`src/rtl/sdma_pkg.sv`:
```
// Shared constants and load-select types for the serial DMA data port.
// Assumes a single clock domain; no logic lives here.
package sdma_pkg;

    localparam int SDMA_BUS_W  = 32;
    localparam int SDMA_WORD_W = 24;

    // Source chosen for the transmit register on a given cycle.
    typedef enum logic [1:0] {
        TXLD_HOLD = 2'd0,
        TXLD_DMA  = 2'd1,
        TXLD_PIO  = 2'd2
    } txld_e;

    // Source chosen for the receive register on a given cycle.
    typedef enum logic [1:0] {
        RXLD_HOLD  = 2'd0,
        RXLD_PIO   = 2'd1,
        RXLD_FRAME = 2'd2
    } rxld_e;

endpackage

```
`src/rtl/sdma_bus_pad.sv`:
```
// Widens a data word to the bus width and fills the unused upper bits
// with zero. Assumes BUS_W >= DATA_W. Pure wiring, no state.
module sdma_bus_pad #(
    parameter int BUS_W  = 32,
    parameter int DATA_W = 24
) (
    input  logic [DATA_W-1:0] word_in,
    output logic [BUS_W-1:0]  bus_out
);

    localparam int PAD_W = BUS_W - DATA_W;

    generate
        if (PAD_W > 0) begin : g_pad
            // Zero-extend into the upper lanes.
            assign bus_out = {{PAD_W{1'b0}}, word_in};
        end else begin : g_nopad
            // Widths match; pass straight through.
            assign bus_out = word_in;
        end
    endgenerate

endmodule

```
`src/rtl/sdma_tx_path.sv`:
```
// Transmit side: the bus-visible transmit register and the hidden
// transmit shifter. The register takes programmed-I/O writes always,
// and DMA writes only while DMA is enabled; PIO wins a collision.
// The shifter reloads from the register on each enabled frame edge,
// whatever the DMA enable, and otherwise shifts out MSB first.
// Assumes synchronous active-low reset and DATA_W >= 2.
module sdma_tx_path
    import sdma_pkg::*;
#(
    parameter int DATA_W = 24
) (
    input  logic              clk,
    input  logic              rst_n,
    input  logic              ser_en,
    input  logic              frame,
    input  logic              dma_en,
    input  logic              dma_valid,
    input  logic [DATA_W-1:0] dma_data,
    input  logic              pio_wr,
    input  logic [DATA_W-1:0] pio_data,
    output logic [DATA_W-1:0] reg_q,
    output logic              ser_out
);

    txld_e             ld_sel;
    logic [DATA_W-1:0] shift_q;
    logic              boundary;

    // A word boundary counts only on a serial-enable cycle.
    assign boundary = ser_en && frame;

    // Select the transmit register source for this cycle.
    always_comb begin
        if (pio_wr)
            ld_sel = TXLD_PIO;
        else if (dma_valid && dma_en)
            ld_sel = TXLD_DMA;
        else
            ld_sel = TXLD_HOLD;
    end

    // Transmit register update.
    always_ff @(posedge clk) begin
        if (!rst_n) begin
            reg_q <= '0;
        end else begin
            case (ld_sel)
                TXLD_PIO: reg_q <= pio_data;
                TXLD_DMA: reg_q <= dma_data;
                default:  reg_q <= reg_q;
            endcase
        end
    end

    // Transmit shifter: reload at a boundary, otherwise shift toward the MSB.
    always_ff @(posedge clk) begin
        if (!rst_n) begin
            shift_q <= '0;
        end else if (boundary) begin
            shift_q <= reg_q;
        end else if (ser_en) begin
            shift_q <= {shift_q[DATA_W-2:0], 1'b0};
        end
    end

    // The serial pin always shows the shifter MSB.
    assign ser_out = shift_q[DATA_W-1];

endmodule

```
`src/rtl/sdma_rx_path.sv`:
```
// Receive side: the hidden receive shifter and the bus-visible receive
// register. Bits enter at bit 0 and move upward, one per serial enable.
// On an enabled frame edge the register captures the complete word,
// including the bit arriving on that edge. A capture beats a
// programmed-I/O write on the same edge. Nothing here depends on a DMA
// enable. Assumes synchronous active-low reset and DATA_W >= 2.
module sdma_rx_path
    import sdma_pkg::*;
#(
    parameter int DATA_W = 24
) (
    input  logic              clk,
    input  logic              rst_n,
    input  logic              ser_en,
    input  logic              frame,
    input  logic              ser_in,
    input  logic              pio_wr,
    input  logic [DATA_W-1:0] pio_data,
    output logic [DATA_W-1:0] reg_q
);

    rxld_e             ld_sel;
    logic [DATA_W-1:0] shift_q;
    logic [DATA_W-1:0] shift_nx;

    // Shifter contents once the incoming bit has been taken.
    assign shift_nx = {shift_q[DATA_W-2:0], ser_in};

    // Select the receive register source; a frame capture has priority.
    always_comb begin
        if (ser_en && frame)
            ld_sel = RXLD_FRAME;
        else if (pio_wr)
            ld_sel = RXLD_PIO;
        else
            ld_sel = RXLD_HOLD;
    end

    // Receive shifter: take one bit per serial enable.
    always_ff @(posedge clk) begin
        if (!rst_n)
            shift_q <= '0;
        else if (ser_en)
            shift_q <= shift_nx;
    end

    // Receive register update.
    always_ff @(posedge clk) begin
        if (!rst_n) begin
            reg_q <= '0;
        end else begin
            case (ld_sel)
                RXLD_FRAME: reg_q <= shift_nx;
                RXLD_PIO:   reg_q <= pio_data;
                default:    reg_q <= reg_q;
            endcase
        end
    end

endmodule

```
`src/rtl/sdma_data_port.sv`:
```
// Top of the serial DMA data port. Drops the upper bus byte on every
// write, joins the transmit and receive paths, and zero-pads both
// registers back to bus width for reads. Assumes BUS_W > DATA_W and a
// single clock with synchronous active-low reset.
module sdma_data_port
    import sdma_pkg::*;
#(
    parameter int BUS_W  = SDMA_BUS_W,
    parameter int DATA_W = SDMA_WORD_W
) (
    input  logic             clk,
    input  logic             rst_n,
    input  logic             ser_en,
    input  logic             frame,
    input  logic             ser_rx,
    output logic             ser_tx,
    input  logic             tx_dma_en,
    input  logic             dma_wr_valid,
    input  logic [BUS_W-1:0] dma_wr_data,
    input  logic             pio_wr_tx,
    input  logic             pio_wr_rx,
    input  logic [BUS_W-1:0] pio_wr_data,
    output logic [BUS_W-1:0] tx_rd_data,
    output logic [BUS_W-1:0] rx_rd_data
);

    logic [DATA_W-1:0] dma_word;
    logic [DATA_W-1:0] pio_word;
    logic [DATA_W-1:0] tx_word;
    logic [DATA_W-1:0] rx_word;
    logic              unused_hi_bits;

    // Keep only the data lanes of each write; the upper byte is discarded.
    assign dma_word       = dma_wr_data[DATA_W-1:0];
    assign pio_word       = pio_wr_data[DATA_W-1:0];
    assign unused_hi_bits = ^{dma_wr_data[BUS_W-1:DATA_W], pio_wr_data[BUS_W-1:DATA_W]};

    // Transmit register and shifter.
    sdma_tx_path #(.DATA_W(DATA_W)) u_tx (
        .clk       (clk),
        .rst_n     (rst_n),
        .ser_en    (ser_en),
        .frame     (frame),
        .dma_en    (tx_dma_en),
        .dma_valid (dma_wr_valid),
        .dma_data  (dma_word),
        .pio_wr    (pio_wr_tx),
        .pio_data  (pio_word),
        .reg_q     (tx_word),
        .ser_out   (ser_tx)
    );

    // Receive shifter and register.
    sdma_rx_path #(.DATA_W(DATA_W)) u_rx (
        .clk      (clk),
        .rst_n    (rst_n),
        .ser_en   (ser_en),
        .frame    (frame),
        .ser_in   (ser_rx),
        .pio_wr   (pio_wr_rx),
        .pio_data (pio_word),
        .reg_q    (rx_word)
    );

    // Zero-pad the transmit register for bus reads.
    sdma_bus_pad #(.BUS_W(BUS_W), .DATA_W(DATA_W)) u_tx_pad (
        .word_in (tx_word),
        .bus_out (tx_rd_data)
    );

    // Zero-pad the receive register for bus reads.
    sdma_bus_pad #(.BUS_W(BUS_W), .DATA_W(DATA_W)) u_rx_pad (
        .word_in (rx_word),
        .bus_out (rx_rd_data)
    );

endmodule

```
`config.mk`:
```
export PLATFORM = sky130hd
export DESIGN_NAME = sdma_data_port
export DESIGN_NICKNAME = d
export VERILOG_FILES = /design/src/rtl/sdma_pkg.sv /design/src/rtl/sdma_bus_pad.sv /design/src/rtl/sdma_tx_path.sv /design/src/rtl/sdma_rx_path.sv /design/src/rtl/sdma_data_port.sv
export SDC_FILE = /design/constraint.sdc
export NUM_CORES = 1
export LEC_CHECK = 0
export ABC_AREA = 1
export BUFFER_PORTS_ARGS = -buffer_cell sky130_fd_sc_hd__buf_2
export CAP_MARGIN = 20
export CORE_MARGIN = 10
export CORE_UTILIZATION = 40
export CTS_CLUSTER_DIAMETER = 50
export CTS_CLUSTER_SIZE = 30
export DETAILED_ROUTE_END_ITERATION = 16
export HOLD_SLACK_MARGIN = 0.05
export PLACE_DENSITY = 0.69
export SYNTH_ARGS = -nofsm -noshare
export SYNTH_HDL_FRONTEND = slang
export SYNTH_SLANG_ARGS = --single-unit
```
`constraint.sdc`:
```
create_clock -name clk -period 1.1 [get_ports clk]
set_clock_uncertainty 0.1 [all_clocks]
set_input_delay 0.11 -clock clk [delete_from_list [all_inputs] [get_ports clk]]
set_output_delay 0.11 -clock clk [all_outputs]
set_load 0.01 [all_outputs]
```
==> impl_metrics.py <==
metrics = {
    "cells_and_area": {
        "nets": 901,
        "drive_above_1_share": 0.188,
        "area_growth_pct": 33.0,
        "final_area_um2": 5990,
        "stdcell_count": 974,
    },
    "setup_path": {
        "crit_family": "flip-flops",
        "crit_path_start_kind": "register",
        "path_buf_inv": 1,
        "slowest_delay_ps": 360,
        "slowest_stage": "dfxtp_1",
        "worstSetupPathType": "reg -> out",
        "critPathMaxFanout": 3,
        "crit_required_ps": 890,
        "rr_startpoint": "u_tx.reg_q[21]$_SDFFE_PN0P_",
        "crit_start": "u_tx.reg_q[4]$_SDFFE_PN0P_",
        "end_kind": "output port",
        "crit_chain": "buf_2",
        "cp.arrival_ps": 860,
    },
    "cts": {
        "cts_tree": "yes",
        "clk_path_buf_depth": 2,
        "clock_latency_ps": 330,
        "clk_pin_slew_ps": 70,
        "cts-root-buf": "clkbuf_16",
        "numCtsBuffers": 9,
        "htree_levels": 3,
        "clock_sinks": 95,
    },
    "global_route": {
        "grt.met2_usage": 0.263,
        "use_met3": 0.0382,
        "grt_usage": 0.164,
        "grt-ovfl-total": 0,
        "grt_pass1_vias": 4470,
        "busiest_layer": "met2",
        "antenna_found_initial": 2,
        "use_met1": 0.199,
        "grt_pass1_wl_um": 22100,
        "grt_max_degree": 29,
    },
    "floorplan": {
        "die_h_um": 126,
        "die-area_um2": 15900,
        "core_area_um2": 10900,
        "ios": 138,
        "rows": 38,
        "initial_utilization": 0.412,
        "die-width_um": 126,
    },
    "drt": {
        "via_per_inst": 4.75,
        "drcViolationCount": 0,
        "postRouteAntennaNets": 0,
        "drtIter0Drc": 237,
        "finalWirelength_um": 13300,
        "vias": 4627,
        "wl_per_cell_um": 13.7,
        "dr.pass1.iters": 4,
    },
    "power_and_ir_drop": {
        "power_density_nw_per_um2": 1350,
        "irDropWorstVdd_mv": 0.742,
        "p_leak_uw": 0.00323,
    },
    "timing": {
        "max_clock_freq_ghz": 0.931,
        "period_share": 0.977,
        "period_minus_slack_ps": 1070,
        "slew_viol_final": 0,
        "hold_viol": 0,
        "finalSetupTns_ps": 0,
        "rsz0062_at_grt": "false",
        "setup_viol": 0,
        "layout_setup_ws_ps": 25.6,
    },
    "hold_path": {
        "min_from": "pio_wr_data[22]",
        "hold_class": "in -> reg",
    },
    "placed_design": {
        "gp_congestion": 0.874,
        "place_area_um2": 5220,
        "dp.final_hpwl_um": 9340,
        "dp.cells": 910,
        "dp_slack_ps": -17.8,
        "io_buffers": 105,
    },
    "yosys": {
        "syn-cell-area_um2": 4510,
        "synth_area_per_cell_um2": 6.58,
        "netlist_instances": 685,
        "synth-seq-cells": 95,
        "yosys_warnings": 0,
        "synth_cell_types": 17,
        "yosysSeqAreaShare": 0.422,
    },
    "status": {
        "status": "complete, no violations",
    },
    "flow_run": {
        "drv_cap": 0,
    },
}
through the flow:
step	util	total power, uW	hold WS [ps]
after global placement	0.478	5050	260
after floorplan	-	4610	145
final	0.548	8100	46.1
after CTS	0.547	8140	56.7
after global routing	0.548	8480	72.9
after detailed placement	0.478	5060	259
cells by family after synthesis:
kind of cell | synth area share
other | 0.000832
DFF | 0.422
and+or+nand+nor | 0.311
buffers and inverters | 0.164
AOI/OAI and AO/OA | 0.102
flip-flops by register name (all words and copies together), names as in the netlist:
name / flops
u_rx.reg_q: 24
u_rx.shift_q: 23
u_tx.reg_q: 24
u_tx.shift_q: 24
synthesized netlist by cell type:
cell / instances / share of area
buf_6: 5 / 0.012
buf_2: 16 / 0.018
buf_1: 5 / 0.0042
a21oi_1: 23 / 0.026
nor2_1: 108 / 0.090
nand3_1: 101 / 0.11
inv_1: 97 / 0.081
dfxtp_1: 95 / 0.42
clkbuf_1: 15 / 0.012
conb_1: 1 / 0.00083
o21ai_1: 19 / 0.021
o21ai_0: 50 / 0.056
buf_4: 21 / 0.035
nand2_2: 1 / 0.0014
nand2_1: 122 / 0.10
nand4_1: 4 / 0.0056
inv_2: 2 / 0.0017
placed cells by master, fill, tap and decap left out:
cell           instances
nand2_1              122
nor2_1               108
buf_2                104
nand3_1              101
inv_1                 96
dfxtp_1               89
o21ai_0               50
dlygate4sd3_1         47
a21oi_1               23
o21ai_1               19
buf_4                 18
conb_1                16
buf_12                10
clkbuf_16              9
dfxtp_2                6
nand4_1                4
clkinvlp_4             4
inv_2                  3
clkbuf_8               2
diode_2                1
nand2_2                1
clkbuf_1               1
path summary, 6_finish.rpt:
kind	to	slack, ps	depth (start not counted)
setup reg to reg	u_tx.shift_q[21]$_SDFFE_PN0P_	220	4
setup / recovery	tx_rd_data[4]	30	1
hold reg to reg	u_tx.shift_q[0]$_SDFFE_PN0P_	370	2
hold / removal	u_tx.reg_q[22]$_SDFFE_PN0P_	50	5
power by group:
group | switching (uW) | internal (uW) | total [uW]
Combinational | 756 | 595 | 1350
Sequential | 126 | 3660 | 3790
Clock | 1300 | 1660 | 2960
repair_timing:
| item | CTS | global route |
|---|---|---|
| hold endpoints to repair | 48 | 0 |
| buffers inserted | 0 | 0 |
| endpoints found under the setup margin | 0 | 7 |
| hold buffers | 47 | 0 |
| gates resized for setup | 0 | 7 |
routing by layer:
metal  wire, um  part of all wire
met5         13           0.00097
met4        460             0.034
met3        746             0.056
met2       6360              0.48
met1       5760              0.43
final cells by class:
| cell class | count | area [um^2] |
|---|---|---|
| fill | 1088 | 4940 |
| clock buffer | 12 | 256 |
| sequential | 95 | 1910 |
| antenna | 1 | 2.50 |
| multi-input combinational | 444 | 1920 |
| timing repair buffer | 179 | 1330 |
| tap | 140 | 175 |
| inverter | 99 | 372 |
| clock inverter | 4 | 30.0 |
(Power assumes the default switching activity.)
